==> config.mk <==
export PLATFORM = sky130hd
export DESIGN_NAME = wb_bank_alloc
export DESIGN_NICKNAME = d
export VERILOG_FILES = /design/src/rtl/wb_alloc_pkg.sv /design/src/rtl/wb_bank_map.sv /design/src/rtl/wb_claim_chain.sv /design/src/rtl/wb_done_track.sv /design/src/rtl/wb_bank_alloc.sv
export SDC_FILE = /design/constraint.sdc
export NUM_CORES = 1
export LEC_CHECK = 0
export BUFFER_PORTS_ARGS = -buffer_cell sky130_fd_sc_hd__buf_4
export CORE_MARGIN = 1
export CORE_UTILIZATION = 34
export CTS_CLUSTER_SIZE = 16
export DETAILED_ROUTE_END_ITERATION = 8
export MAX_ROUTING_LAYER = met4
export SYNTH_ARGS = -nofsm -noshare
export SYNTH_HDL_FRONTEND = slang
export SYNTH_SLANG_ARGS = --single-unit
==> constraint.sdc <==
create_clock -name clk_i -period 7.32 [get_ports clk_i]
set_input_delay 0.732 -clock clk_i [delete_from_list [all_inputs] [get_ports clk_i]]
set_output_delay 0.732 -clock clk_i [all_outputs]
set_load 0.005 [all_outputs]
==> src/rtl/wb_alloc_pkg.sv <==
package wb_alloc_pkg;
  // sub-core bank hash: scheduler picks a bank group, reg+warp picks a bank within it
  function automatic int unsigned bank_of(int unsigned reg_num, int unsigned warp,
                                          int unsigned sched, int unsigned bps,
                                          int unsigned nb);
    return (sched * bps + (reg_num + warp) % bps) % nb;
  endfunction
endpackage

==> src/rtl/wb_bank_map.sv <==
module wb_bank_map
  import wb_alloc_pkg::*;
#(
  parameter int NUM_OPS   = 6,
  parameter int VAL_W     = 7,
  parameter int WID_W     = 5,
  parameter int SCHED_W   = 1,
  parameter int NUM_BANKS = 8,
  parameter int NUM_SCHED = 2,
  parameter int BANK_W    = 3
) (
  input  logic [NUM_OPS*VAL_W-1:0]  op_num_i,
  input  logic [NUM_OPS*WID_W-1:0]  op_warp_i,
  input  logic [SCHED_W-1:0]        sched_i,
  output logic [NUM_OPS*BANK_W-1:0] op_bank_o
);
  localparam int BPS = NUM_BANKS / NUM_SCHED;

  for (genvar g = 0; g < NUM_OPS; g++) begin : g_op
    assign op_bank_o[g*BANK_W +: BANK_W] =
      BANK_W'(bank_of(32'(op_num_i[g*VAL_W +: VAL_W]), 32'(op_warp_i[g*WID_W +: WID_W]),
                      32'(sched_i), BPS, NUM_BANKS));
  end
endmodule

==> src/rtl/wb_claim_chain.sv <==
module wb_claim_chain #(
  parameter int NUM_OPS   = 6,
  parameter int NUM_BANKS = 8,
  parameter int BANK_W    = 3
) (
  input  logic [NUM_OPS-1:0]        op_req_i,
  input  logic [NUM_OPS*BANK_W-1:0] op_bank_i,
  input  logic [NUM_BANKS-1:0]      bank_busy_i,
  output logic [NUM_OPS-1:0]        op_grant_o,
  output logic                      pass_ok_o
);
  logic [NUM_BANKS-1:0] taken;
  logic                 stop;

  always_comb begin
    taken      = bank_busy_i;
    stop       = 1'b0;
    op_grant_o = '0;
    for (int k = 0; k < NUM_OPS; k++) begin
      if (op_req_i[k] && !stop) begin
        if (taken[op_bank_i[k*BANK_W +: BANK_W]]) begin
          stop = 1'b1;
        end else begin
          taken[op_bank_i[k*BANK_W +: BANK_W]] = 1'b1;
          op_grant_o[k] = 1'b1;
        end
      end
    end
    pass_ok_o = !stop;
  end
endmodule

==> src/rtl/wb_done_track.sv <==
module wb_done_track #(
  parameter int NUM_DST = 2
) (
  input  logic               clk_i,
  input  logic               rst_ni,
  input  logic               valid_i,
  input  logic               ok_i,
  input  logic [NUM_DST-1:0] grant_i,
  output logic [NUM_DST-1:0] done_q_o
);
  always_ff @(posedge clk_i or negedge rst_ni) begin
    if (!rst_ni)                done_q_o <= '0;
    else if (!valid_i || ok_i)  done_q_o <= '0;
    else                        done_q_o <= done_q_o | grant_i;
  end
endmodule

==> src/rtl/wb_bank_alloc.sv <==
module wb_bank_alloc #(
  parameter int NUM_BANKS = 8,
  parameter int NUM_SCHED = 2,
  parameter int NUM_DST   = 2,
  parameter int NUM_SETS  = 2,
  parameter int REG_W     = 8,
  parameter int WID_W     = 5,
  parameter int WARP_SIZE = 32,
  localparam int SCHED_W  = (NUM_SCHED > 1) ? $clog2(NUM_SCHED) : 1,
  localparam int CNT_W    = $clog2(WARP_SIZE + 1)
) (
  input  logic                             clk_i,
  input  logic                             rst_ni,
  input  logic                             wb_valid_i,
  input  logic [WID_W-1:0]                 prim_warp_i,
  input  logic [SCHED_W-1:0]               sched_i,
  input  logic [NUM_DST*REG_W-1:0]         prim_dst_i,
  input  logic [NUM_SETS-1:0]              set_valid_i,
  input  logic [NUM_SETS-1:0]              set_has_src_i,
  input  logic [NUM_SETS*WID_W-1:0]        set_warp_i,
  input  logic [NUM_SETS*NUM_DST*REG_W-1:0] set_dst_i,
  input  logic [NUM_BANKS-1:0]             bank_busy_i,
  input  logic                             gate_en_i,
  input  logic [WARP_SIZE-1:0]             lane_mask_i,
  output logic                             wb_ok_o,
  output logic                             wb_stall_o,
  output logic [NUM_BANKS-1:0]             bank_we_o,
  output logic [NUM_BANKS*(REG_W-1)-1:0]   bank_reg_o,
  output logic [NUM_BANKS*WID_W-1:0]       bank_warp_o,
  output logic [CNT_W-1:0]                 act_cnt_o
);
  localparam int VAL_W   = REG_W - 1;
  localparam int BANK_W  = (NUM_BANKS > 1) ? $clog2(NUM_BANKS) : 1;
  localparam int NUM_OPS = NUM_DST * (1 + NUM_SETS);

  logic [NUM_OPS*VAL_W-1:0]  op_num;
  logic [NUM_OPS*WID_W-1:0]  op_warp;
  logic [NUM_OPS*BANK_W-1:0] op_bank;
  logic [NUM_OPS-1:0]        op_req;
  logic [NUM_OPS-1:0]        op_grant;
  logic [NUM_DST-1:0]        done_q;
  logic [NUM_SETS-1:0]       set_live;
  logic                      pass_ok;

  // primary operands occupy the first NUM_DST claim slots
  for (genvar p = 0; p < NUM_DST; p++) begin : g_prim
    assign op_num[p*VAL_W +: VAL_W]   = prim_dst_i[p*REG_W +: VAL_W];
    assign op_warp[p*WID_W +: WID_W]  = prim_warp_i;
    assign op_req[p] = wb_valid_i & ~prim_dst_i[p*REG_W + VAL_W] & ~done_q[p];
  end

  for (genvar s = 0; s < NUM_SETS; s++) begin : g_set
    assign set_live[s] = set_valid_i[s] & set_has_src_i[s] &
                         (set_warp_i[s*WID_W +: WID_W] != prim_warp_i);
    for (genvar d = 0; d < NUM_DST; d++) begin : g_dst
      localparam int K = NUM_DST + s*NUM_DST + d;
      localparam int F = (s*NUM_DST + d) * REG_W;
      assign op_num[K*VAL_W +: VAL_W]  = set_dst_i[F +: VAL_W];
      assign op_warp[K*WID_W +: WID_W] = set_warp_i[s*WID_W +: WID_W];
      assign op_req[K] = wb_valid_i & set_live[s] & ~set_dst_i[F + VAL_W];
    end
  end

  wb_bank_map #(
    .NUM_OPS(NUM_OPS), .VAL_W(VAL_W), .WID_W(WID_W), .SCHED_W(SCHED_W),
    .NUM_BANKS(NUM_BANKS), .NUM_SCHED(NUM_SCHED), .BANK_W(BANK_W)
  ) u_map (
    .op_num_i(op_num), .op_warp_i(op_warp), .sched_i(sched_i), .op_bank_o(op_bank)
  );

  wb_claim_chain #(
    .NUM_OPS(NUM_OPS), .NUM_BANKS(NUM_BANKS), .BANK_W(BANK_W)
  ) u_chain (
    .op_req_i(op_req), .op_bank_i(op_bank), .bank_busy_i(bank_busy_i),
    .op_grant_o(op_grant), .pass_ok_o(pass_ok)
  );

  wb_done_track #(.NUM_DST(NUM_DST)) u_done (
    .clk_i(clk_i), .rst_ni(rst_ni), .valid_i(wb_valid_i), .ok_i(wb_ok_o),
    .grant_i(op_grant[NUM_DST-1:0]), .done_q_o(done_q)
  );

  assign wb_ok_o    = wb_valid_i & pass_ok;
  assign wb_stall_o = wb_valid_i & ~pass_ok;

  // at most one granted op per bank, so a plain OR-steer is safe
  always_comb begin
    bank_we_o   = '0;
    bank_reg_o  = '0;
    bank_warp_o = '0;
    for (int k = 0; k < NUM_OPS; k++) begin
      if (op_grant[k]) begin
        bank_we_o[op_bank[k*BANK_W +: BANK_W]] = 1'b1;
        bank_reg_o[32'(op_bank[k*BANK_W +: BANK_W])*VAL_W +: VAL_W] = op_num[k*VAL_W +: VAL_W];
        bank_warp_o[32'(op_bank[k*BANK_W +: BANK_W])*WID_W +: WID_W] = op_warp[k*WID_W +: WID_W];
      end
    end
  end

  logic [CNT_W-1:0] lane_cnt;
  always_comb begin
    lane_cnt = '0;
    for (int l = 0; l < WARP_SIZE; l++) lane_cnt = lane_cnt + CNT_W'(lane_mask_i[l]);
  end

  assign act_cnt_o = !wb_ok_o ? '0 : (gate_en_i ? lane_cnt : CNT_W'(WARP_SIZE));
endmodule

=== After elaboration in Yosys (flattened, before gate mapping) ===
Index checks and enable logic that the tools add are counted.

* Output and inout port bits: 112
* Bits in writable memories: 0
* Logic and storage cells: 251
* Bits of input ports: 112
* ROM bits: 0
* Memories: 0
* Bits in registers: 2
* Latch bits: 0

* Divide/modulo/power cells: 0
* Bitwise gates (word level): 37
* Order comparisons: 12
* Eq/ne operators: 2
* Shift-type cells: 24
* $mul: 12
* Add/subtract/negate cells: 55
* Reduce and logical (&&, ||, !) cells: 19
* Mux-type cells: 89

{| class="wikitable"
|+ Operator list
! kind !! count
|-
| negator 6 -> 34 bit || 12
|-
| 2-to-1 mux 56 bit || 6
|-
| variable shift 7 x 34 -> 56 bit (first input constant) || 6
|-
| indexed part select 7 x 34 -> 56 bit || 6
|-
| bitwise mux 56 bit || 5
|-
| 2-to-1 mux 40 bit || 6
|-
| variable shift 5 x 34 -> 40 bit (first input constant) || 6
|-
| indexed part select 5 x 34 -> 40 bit || 6
|-
| bitwise mux 40 bit || 5
|-
| adder 6 x 1 -> 6 bit || 26
|-
| 2-to-1 mux 8 bit || 16
|-
| bitwise OR 8 bit || 10
|-
| multiplier 3 x 3 -> 6 bit (second input constant) || 12
|-
| bitwise AND 56 bit || 1
|-
| bitwise AND 40 bit || 1
|-
| 2-to-1 mux 1 bit || 36
|-
| less-than comparator 3 x 4 -> 1 bit (second input constant) || 6
|-
| adder 3 x 2 -> 3 bit || 6
|-
| binary-select mux 1 bit (select 3 bit) || 6
|-
| demux 1 bit (select 3 bit) || 6
|-
| >= comparator 3 x 1 -> 1 bit (second input constant) || 6
|-
| bitwise AND 1 bit || 16
|-
| adder 2 bit || 6
|-
| 2-to-1 mux 6 bit || 2
|-
| other kinds (12) || 36
|}

=== Longest topological paths before layout ===
* Depth after elaboration: 33
* Mapped depth: 20

=== By module ===
Synthesis repeated with hierarchy kept, for this count alone.

* Cells, all modules: 1334
* Area, all modules: 9076.2 sq um

{| class="wikitable"
|+ By module, submodules not included
! module !! times used !! cells an instance !! area each (sq um)
|-
| wb_bank_alloc || 1 || 1049 || 7045.5
|-
| wb_claim_chain || 1 || 260 || 1689.1
|-
| wb_bank_map || 1 || 18 || 262.8
|-
| wb_done_track || 1 || 7 || 78.8
|}

=== Worst setup path after synthesis ===
Ideal clock, no wire load.

* Path type: input to output
* From: in lane_mask_i[17]
* To: out act_cnt_o[4]
* Arrival: 4.985 ns
* Buffers on the path: 0
* Cell stages on the path: 16
* Setup slack: 1.603 ns
* Path through: fa_1 -> inv_1 -> fa_1 -> inv_1 -> fa_1 -> inv_1 -> fa_1 -> fa_1 -> fa_1 -> inv_1 -> ha_1 -> fa_1 -> a21o_1 -> a21oi_1 -> xor2_1 -> nor3_1

* Word-level cells in the longest chain between the ends: 17

{| class="wikitable"
|+ RTL lines
! what !! RTL line !! RTL
|-
| from (decl) || wb_bank_alloc.sv:24 || <nowiki>input logic [WARP_SIZE-1:0] lane_mask_i,</nowiki>
|-
| adder 6 x 1 -> 6 bit (15 in a row) || wb_bank_alloc.sv:103 || <nowiki>for (int l = 0; l < WARP_SIZE; l++) lane_cnt = lane_cnt + CNT_W'(lane_mask_i[l]);</nowiki>
|-
| 2-to-1 mux 6 bit (2 in a row) || wb_bank_alloc.sv:106 || <nowiki>assign act_cnt_o = !wb_ok_o ? '0 : (gate_en_i ? lane_cnt : CNT_W'(WARP_SIZE));</nowiki>
|-
| to (decl) || wb_bank_alloc.sv:30 || <nowiki>output logic [CNT_W-1:0] act_cnt_o</nowiki>
|}

Every way passes these cells.

=== Worst setup path after layout ===
* From: in prim_warp_i[0]
* To: out bank_reg_o[25]

* Word-level cells in the longest chain between the ends: 30
* Elaborated cells between the ends (all ways): 103
* Those cells by class: add/sub: 6; mul: 2; order compare: 4; eq/ne: 2; shift: 4; mux: 59; bitwise: 14; reduce/logical: 12

{| class="wikitable"
|+ RTL lines
! what !! RTL line !! RTL
|-
| from (decl) || wb_bank_alloc.sv:15 || <nowiki>input logic [WID_W-1:0] prim_warp_i,</nowiki>
|-
| adder 2 bit || wb_alloc_pkg.sv:6 || <nowiki>return (sched * bps + (reg_num + warp) % bps) % nb;</nowiki>
|-
| adder 3 x 2 -> 3 bit || wb_alloc_pkg.sv:6 ||
|-
| less-than comparator 3 x 4 -> 1 bit (not written as such) or >= comparator 3 x 1 -> 1 bit (tied branches) || wb_claim_chain.sv:24 || <nowiki>taken[op_bank_i[k*BANK_W +: BANK_W]] = 1'b1;</nowiki>
|-
| logical AND 1 bit (not written as such) || wb_claim_chain.sv:24 ||
|-
| 2-to-1 mux 1 bit (not written as such) || wb_claim_chain.sv:24 ||
|-
| demux 1 bit (select 3 bit) || -- ||
|-
| bitwise OR 8 bit (no source line) || -- ||
|-
| 2-to-1 mux 8 bit || wb_claim_chain.sv:21 || <nowiki>if (taken[op_bank_i[k*BANK_W +: BANK_W]]) begin</nowiki>
|-
| [... 14 more ...] || -- ||
|-
| 2-to-1 mux 1 bit (not written as such) || wb_claim_chain.sv:21 ||
|-
| 2-to-1 mux 8 bit || wb_claim_chain.sv:21 ||
|-
| 2-to-1 mux 8 bit || wb_claim_chain.sv:20 || <nowiki>if (op_req_i[k] && !stop) begin</nowiki>
|-
| binary-select mux 1 bit (select 3 bit) || wb_claim_chain.sv:21 ||
|-
| 2-to-1 mux 1 bit (not written as such) || wb_claim_chain.sv:21 ||
|-
| 2-to-1 mux 1 bit || wb_claim_chain.sv:21 ||
|-
| 2-to-1 mux 1 bit || wb_claim_chain.sv:20 ||
|-
| 2-to-1 mux 56 bit (*) || wb_bank_alloc.sv:92 || <nowiki>if (op_grant[k]) begin</nowiki>
|-
| to (decl) || wb_bank_alloc.sv:28 || <nowiki>output logic [NUM_BANKS*(REG_W-1)-1:0] bank_reg_o,</nowiki>
|}

Mark *: on every way between the ends. The rest lies on a longest branch, timed or not. The select of a mux whose other input is x is not followed.

==> out/qor.txt <==
Max Fclk: 144 MHz
CP Class: input pin to output port
Seq/Total Area, Yosys: 0.00550
Largest net degree at the start of global routing: 41
FP Rows: 59
Largest registers: u_done.done_q_o: 2 flops
Power Density: 106 mW/mm^2
Placed cells: 1846
Fin. Hold Viols: 0
Post-CTS Hold Fix Bufs: 0
Layout cells sized above 1: 0.249
Part of the power in combinational logic: 0.920
Async SR Flop Fraction: 1.00
Max clock buf depth: 2
Max_cap viols: 0
IO buf count: 223
XOR/XNOR Fraction of Synth Area: 0.0426
Syn Area/Cell: 6.70 sq um
Pre-Repair DR Iteration Count: 9
First-pass GRT wire length: 64800 um
Status: complete, but fails checks
Syn Nets: 1535
Post CTS Setup Buffer Count: 0
CTS tree: done
DR WL/cell: 24.0 um
Flip-flop count of the largest register after layout: 2
Cell Area, Synth: 0.00910 sq mm
P&R area growth vs syn: 22.2%
DPL Wire Length: 36300 um
Worst Setup End Kind: output port
Nets: 1694
Reg power frac: 0.011
Internal cell power: 526 uW
Post-CTS sizing: 0
I/O pin count: 224
Worst VDD drop: 192 uV
EDFF count, synth: 0
Gr ovfl total: 0
Tot GR Track Use: 0.321
CP Launch Type: input pin
Worst Hold Class: input pin to async pin
Mux cell area share after synthesis: 0.177
Post-Synth Simple-Gate Area: 0.279
Static leakage: 4.92 nW
# H-tree levels: 1
Area share of fa/ha/maj cells after synthesis: 0.112
Worst-Skew Late Latency: 0.22 ns
Predominant post-synthesis flop cell: dfrtp_1
Initial drt markers: 1721
Synth unique cells: 96
Initial antenna violation count: 0
Cells after Synth: 1357
Largest family of logic cells by synthesized area: compound AO/OA/AOI/OAI gates
Root Buffer: clkbuf_16
P_sw: 656 uW
Yosys warns: 0
Worst rel slew slack: 0.319
RSZ-0062 raised after global routing: false
CP arrival: 6.22 ns
Die W: 166 um
Slew @ Worst Pin: 1.02 ns
Fin crit period: 6.95 ns
Hold Slack: 0.289 ns
Top cells by area, synth: mux2i_1 (9.8%), mux2_2 (7.4%), nand2_1 (5.8%)
Initial Util: 0.348
Clk pwr share: 0.069
Vias per inst: 6.30
Final cycle utilization of the critical path: 0.950
Top reg by flops: u_done.done_q_o
Switching Share: 0.555
Layout Skew: 0.000291 ns
Via count: 11653
Core Footprint: 0.0261 sq mm
Fin. max-slew vios: 0
Antenna Nets Post-Route: 0
Final count of negative-setup-slack endpoints: 0
Vias in the first global route: 10384
Post-Layout Cell Count: 1849
Dominant cell type by area after synthesis: mux2i_1
Largest fanout on the critical path: 31
Synth Area in Compound Gates: 0.298
CTS Buf Count: 3
CP Data Required Time: 6.59 ns
Worst-path clk slew: 0.03 ns
Die Y: 166 um
Synth top area share: 0.0979
Sink Count: 2
Detailed Route WL: 44300 um
Failing checks: DRC
Remaining DRCs: 41
Total Neg Setup Slack: 0 ns
Flops & latches, synth: 2
Die area: 0.0274 sq mm
Gpl congestion: 1.01
# diodes: 0
worst paths after layout:
path                            slack, ns                            to                    startpoint  cells after the start
worst min register to register       0.48  u_done.done_q_o[1]$_DFF_PN0_  u_done.done_q_o[1]$_DFF_PN0_                      1
worst max-delay path                 0.37                bank_reg_o[25]                prim_warp_i[0]                     15
min in group clk_i                   0.48  u_done.done_q_o[1]$_DFF_PN0_  u_done.done_q_o[1]$_DFF_PN0_                      1
worst min-delay path                 0.29  u_done.done_q_o[0]$_DFF_PN0_                        rst_ni                      1
worst max register to register       2.89  u_done.done_q_o[0]$_DFF_PN0_  u_done.done_q_o[0]$_DFF_PN0_                     13
max in group asynchronous            6.94  u_done.done_q_o[1]$_DFF_PN0_                        rst_ni                      1
logic make-up (layout without fill, tap and decap cells):
kind of cell	after synthesis	count (layout)
and+or+nand+nor	511	511
AOI/OAI and AO/OA	400	400
buffers and inverters	188	345
muxes	151	151
adders and majority gates	67	67
xor gates and xnor gates	38	38
DFF	2	2
critical path, cell delays in order:
cell and delay [ns]:
buf_4 0.16, inv_1 0.11, ha_1 0.62, mux4_2 0.69, mux2_2 0.38, a21oi_4 0.26, a31oi_1 0.21, a211oi_1 0.38
o311ai_0 0.25, a211oi_1 0.54, a2bb2oi_1 0.21, or3_4 0.58, or3_1 0.66, mux2i_1 0.26, buf_4 0.14
placed cells by master, fill, tap and decap left out, types with 6 or more instances in the layout:
| cell type | count |
|---|---|
| mux2_2 | 60 |
| nand2_1 | 141 |
| o211ai_1 | 21 |
| and3_1 | 9 |
| nor4_1 | 10 |
| inv_1 | 68 |
| nor2_1 | 130 |
| buf_4 | 268 |
| nor3_1 | 47 |
| a21o_1 | 10 |
| or3_1 | 7 |
| xor2_1 | 12 |
| a211o_1 | 7 |
| a211oi_1 | 8 |
| a22oi_1 | 11 |
| o2111ai_1 | 13 |
| nor2b_1 | 15 |
| fa_1 | 24 |
| and4_1 | 7 |
| xnor2_1 | 22 |
| nand4_1 | 16 |
| o21a_1 | 6 |
| o21ai_0 | 83 |
| a22o_1 | 12 |
| o31ai_1 | 6 |
| nand3_1 | 63 |
| a31oi_1 | 45 |
| o32ai_1 | 8 |
| ha_1 | 42 |
| a21oi_1 | 94 |
| and2_1 | 13 |
| o21ai_1 | 7 |
| mux2i_1 | 89 |
| a221o_1 | 19 |
synthesized netlist by cell type, drive strengths merged (8+ instances only):
library cell and instances:
a211oi 8, a21o 10, or3 8, o32ai 8, nor3 48, o21ai 92
o2111ai 13, a221o 19, buf 40, a31oi 47, nand3 63, nand2 142
a21oi 96, and2 14, clkbuf 74, fa 24, mux2 60, a22o 12
nor2b 15, nor4 14, a22oi 11, nor2 132, mux2i 89, ha 42
inv 71, nand4 20, and3 9, o211ai 23, xnor2 23, xor2 12
power by group through the flow:
| stage | registers (mW) | logic, mW | clock network, mW |
|---|---|---|---|
| global route | 0.0131 | 1.20 | 0.0853 |
| finish | 0.0130 | 1.09 | 0.0819 |
| floorplan | 0.0128 | 0.749 | 0 |
| detailed placement | 0.0130 | 1.07 | 0 |
| CTS | 0.0129 | 1.08 | 0.0833 |
| global placement | 0.0129 | 1.06 | 0 |
layout make-up:
| type | instances | area, sq um |
|---|---|---|
| clock buffer | 3 | 75.1 |
| tap | 335 | 419 |
| timing repair buffer | 268 | 2010 |
| sequential | 2 | 50.0 |
| multi-input combinational | 1167 | 8280 |
| inverter | 74 | 278 |
| fill | 2782 | 15000 |
layer usage:
metal	wire length, um	track usage	vias up
li1	-	-	5355
met1	19300	0.456	5517
met2	19500	0.482	723
met3	4590	0.0415	58
met4	913	0.0632	0
met5	0	-	-
metrics by stage:
stage                     instance area, sq um  power (mW)  setup slack, ns   util
final                                    11100        1.18            0.369  0.425
after global routing                     11100        1.30           0.0102  0.425
after CTS                                11100        1.18            0.471  0.425
after detailed placement                 11000        1.09            0.472  0.423
after global placement                   11000        1.08            0.588  0.423
after floorplan                           9100       0.762             1.60      -
(Power assumes the default switching activity.)
